<file path="config.mk">
export PLATFORM = sky130hd
export DESIGN_NAME = pio_unit
export DESIGN_NICKNAME = d
export VERILOG_FILES = /design/src/rtl/pio_unit.sv
export SDC_FILE = /design/constraint.sdc
export NUM_CORES = 1
export LEC_CHECK = 0
export BUFFER_PORTS_ARGS = -buffer_cell sky130_fd_sc_hd__buf_2
export CAP_MARGIN = 5
export CORE_UTILIZATION = 24
export DETAILED_ROUTE_END_ITERATION = 6
export GPL_TIMING_DRIVEN = 0
export MAX_ROUTING_LAYER = met4
export PLACE_DENSITY = 0.51
export SYNTH_ARGS = -nofsm -noshare
export SYNTH_HDL_FRONTEND = slang
export SYNTH_SLANG_ARGS = --single-unit
</file>
<file path="constraint.sdc">
create_clock -name clk -period 1.1 [get_ports clk]
set_input_delay 0.055 -clock clk [delete_from_list [all_inputs] [get_ports clk]]
set_output_delay 0.055 -clock clk [all_outputs]
set_load 0.005 [all_outputs]
</file>
<file path="src/rtl/pio_unit.sv">
module pio_unit (
  input  logic       clk,
  input  logic       rst_n,
  input  logic       cs,
  input  logic       rd,
  input  logic       wr,
  input  logic [1:0] addr,
  input  logic [7:0] wdata,
  output logic [7:0] rdata,
  input  logic [7:0] pa_in,
  output logic [7:0] pa_out,
  output logic [7:0] pa_oe,
  input  logic [7:0] pb_in,
  output logic [7:0] pb_out,
  output logic [7:0] pb_oe,
  input  logic [7:0] pc_in,
  output logic [7:0] pc_out,
  output logic [7:0] pc_oe
);
  logic [7:0] lat_a, lat_b, lat_c;
  logic       a_in, b_in, cu_in, cl_in;

  logic wr_en, rd_en, mode_wr, bit_wr;
  assign wr_en   = cs & wr;
  assign rd_en   = cs & rd;
  assign mode_wr = wr_en & (addr == 2'b11) &  wdata[7];
  assign bit_wr  = wr_en & (addr == 2'b11) & ~wdata[7];

  always_ff @(posedge clk) begin
    if (!rst_n) begin
      lat_a <= '0;
      lat_b <= '0;
      lat_c <= '0;
      a_in  <= 1'b1;
      b_in  <= 1'b1;
      cu_in <= 1'b1;
      cl_in <= 1'b1;
    end else if (mode_wr) begin
      a_in  <= wdata[4];
      cu_in <= wdata[3];
      b_in  <= wdata[1];
      cl_in <= wdata[0];
      lat_a <= '0;
      lat_b <= '0;
      lat_c <= '0;
    end else if (bit_wr) begin
      lat_c[wdata[3:1]] <= wdata[0];
    end else if (wr_en) begin
      case (addr)
        2'b00:   lat_a <= wdata;
        2'b01:   lat_b <= wdata;
        2'b10:   lat_c <= wdata;
        default: ;
      endcase
    end
  end

  assign pa_out = lat_a;
  assign pb_out = lat_b;
  assign pc_out = lat_c;
  assign pa_oe  = {8{~a_in}};
  assign pb_oe  = {8{~b_in}};
  assign pc_oe  = {{4{~cu_in}}, {4{~cl_in}}};

  logic [7:0] view_a, view_b, view_c, view_ctl;
  assign view_a   = a_in ? pa_in : lat_a;
  assign view_b   = b_in ? pb_in : lat_b;
  assign view_c   = {cu_in ? pc_in[7:4] : lat_c[7:4], cl_in ? pc_in[3:0] : lat_c[3:0]};
  assign view_ctl = {3'b100, a_in, cu_in, 1'b0, b_in, cl_in};

  always_comb begin
    rdata = '0;
    if (rd_en) begin
      case (addr)
        2'b00:   rdata = view_a;
        2'b01:   rdata = view_b;
        2'b10:   rdata = view_c;
        default: rdata = view_ctl;
      endcase
    end
  end
endmodule

</file>
==> out/qor.yml <==
grt-ovfl-total: 0
ir_drop_mv: 0.4593
start_util: 0.2519
place_congestion: 0.8513
hold_class: "primary input to flop"
skew_ns: 0
num_rows: 32
viasPerCell: 4.723
end_kind: "output pin"
drtAntennaViolNets: 0
dp.cells: 443
slew_headroom: 0.6107
grt_util_met1: 0.2241
worstPathMaxFanout: 5
stdcell_count: 455
nets: 393
grt_use_met3: 0.02299
rsz0062_at_grt: "true"
core-area_um2: 7807
io_pins: 95
hold_violations: 0
grt_pass1_wl_um: 10580
synth_top_area_share: 0.2850
place_area_um2: 2575
antenna_found_initial: 0
synth_edf_count: 0
synth_area_um2: 1967
finalSetupTns_ns: -8.969
cts_buffers: 3
drtPass1Iterations: 4
stdcell_area_um2: 2844
track_usage: 0.1651
drive_gt1_frac: 0.4703
die_height_um: 92.53
seq_area_frac_synth: 0.2850
post-place-ws_ns: -0.4038
htreeDepth: 1
drv_slew: 0
drtIter0Drc: 89
yosysTopAreaCell: "dfxtp_1"
die_area_um2: 8562
yosysMostFrequentCell: "nand2_1"
start_kind: "flop"
cts.sinks: 28
clkLatencyLatePin_ns: 0.28
async_reset_ff_frac: 0
setup_viol: 25
grt_pass1_vias: 1962
reg2reg_slack_ns: -0.23
clock_path_buffers: 2
drv_cap: 0
place_hpwl_um: 5298
wirelength_um: 6932
cts_root_buf: "clkbuf_8"
crit_type: "flop to output pin"
ys_warn_count: 0
route.vias.total: 2149
min_period_ns: 1.665
synth_cells: 249
timing.final.crit_share: 1.514
violations: "negative setup slack"
port_buffers: 92
num_antenna_cells: 0
arrival_ns: 1.61
tightest_slew_ns: 0.5818
fmax_mhz: 600.5
wl_per_cell_um: 15.24
cts_tree: "yes"
synth.area.top_cells: "dfxtp_1 (28%), mux2i_1 (9.7%), buf_4 (9.5%)"
globalRouteMet2Util: 0.2642
p_leak_nw: 1.448
gr-max-usage-layer: "met2"
synth_common_cells: "nand2_1 (42), dfxtp_1 (28), buf_4 (25), a21oi_1 (23), mux2i_1 (19)"
synth_seq_cells: 28
synthFlopType: "dfxtp_1"
syn_to_final_growth_pct: 44.59
fin_ws_ns: -0.5654
synth.distinct_cells: 44
drc: 0
syn_area_per_cell_um2: 7.899
clkTransAtPathRegs_ns: 0.11
required_ns: 1.04
status: "finished, violations left"
powerDensity_nw_per_um2: 858.1
grt_max_degree: 17
die_w_um: 92.53
syn_nets: 288
## worst max-delay path: stages, from the launching register on
cell and delay [ns]:
dfxtp_2 0.36, buf_8 0.14, mux2i_1 0.11, mux2_4 0.27, o22ai_1 0.14, nor2b_2 0.17, buf_2 0.13
## cells by family after synthesis
logic type / after synthesis / share of synthesized area
simple gates: 78 / 0.2125
compound gates: 70 / 0.2347
mux: 22 / 0.1139
buf+inv: 51 / 0.1539
flops: 28 / 0.2850
## layout make-up
cell class              instances  area (µm²)
well taps                     102       127.6
fillers                       863        4964
clock buffers                   3       41.29
clock inverters                 1       30.03
plain buffers                  37       292.8
flip-flops and latches         28       568.0
multi-input cells             170        1142
repair buffers                100       574.3
inverters                      14       67.56
## cells in the final DEF (no fill, tap or decap), types with 2 or more instances in the layout
master | synthesis | final
a211o_1 | 3 | 3
a211oi_1 | 12 | 11
a21oi_1 | 23 | 23
a21oi_2 | 2 | 2
a41oi_1 | 3 | 3
and3_1 | 2 | 2
and4b_1 | 2 | 2
buf_1 | 2 | 2
buf_2 | 8 | 95
buf_4 | 25 | 25
buf_6 | 1 | 9
buf_8 | 0 | 3
clkbuf_8 | 0 | 3
clkinvlp_4 | 0 | 2
dfxtp_1 | 28 | 24
dfxtp_2 | 0 | 3
inv_1 | 14 | 10
mux2_4 | 0 | 3
mux2i_1 | 19 | 19
nand2_1 | 42 | 42
nand2b_1 | 4 | 4
nor2_1 | 4 | 4
nor2b_1 | 7 | 3
nor2b_2 | 0 | 4
nor4_1 | 3 | 3
o211ai_1 | 4 | 4
o21ai_0 | 11 | 9
o21ai_1 | 0 | 2
o22ai_2 | 0 | 2
or2_2 | 2 | 2
or3_1 | 2 | 2
## sequential cells by signal, indices dropped and copies added, names as in the netlist
signal and flops:
pa_out 8, pc_out 8, cu_in 1, cl_in 1
b_in 1, a_in 1, pb_out 8
## final timing paths
| kind | startpoint | to | cells after the start |
|---|---|---|---|
| min reg2reg | pa_out[3] | pa_out[3] | 2 |
| min | wdata[6] | pb_out[6] | 3 |
| max reg2reg | a_in | a_in | 8 |
| max | b_in | rdata[2] | 6 |
## repair_timing
item / in CTS / in global routing
endpoints found under the setup margin: 33 / 31
endpoints found under the hold margin: 1 / 0
gates cloned: 2 / 0
pin swaps: 4 / 0
hold buffers: 1 / 0
setup buffers: 4 / 1
gates resized for setup: 19 / 17
## stage by stage
stage               total power, mW    util  hold slack [ns]
finish                        2.440  0.3643          0.04204
detailed placement            1.573  0.3298           0.2870
floorplan                     1.355       -           0.1169
global route                  2.534  0.3643          0.05324
CTS                           2.443  0.3553          0.03541
global placement              1.571  0.3298           0.2836
## report_power, final
part,total (mW),internal [mW],switching (mW)
Sequential,1.06,1.04,0.0218
Clock,0.849,0.488,0.360
Combinational,0.533,0.251,0.282
Total,2.44,1.78,0.664
## metal layers
| layer | vias to the layer above | wire, µm |
|---|---|---|
| li1 | 1071 | - |
| met1 | 992 | 3280 |
| met2 | 81 | 3175 |
| met3 | 5 | 429 |
| met4 | 0 | 46 |
| met5 | - | 0 |
(Power assumes the default switching activity.)
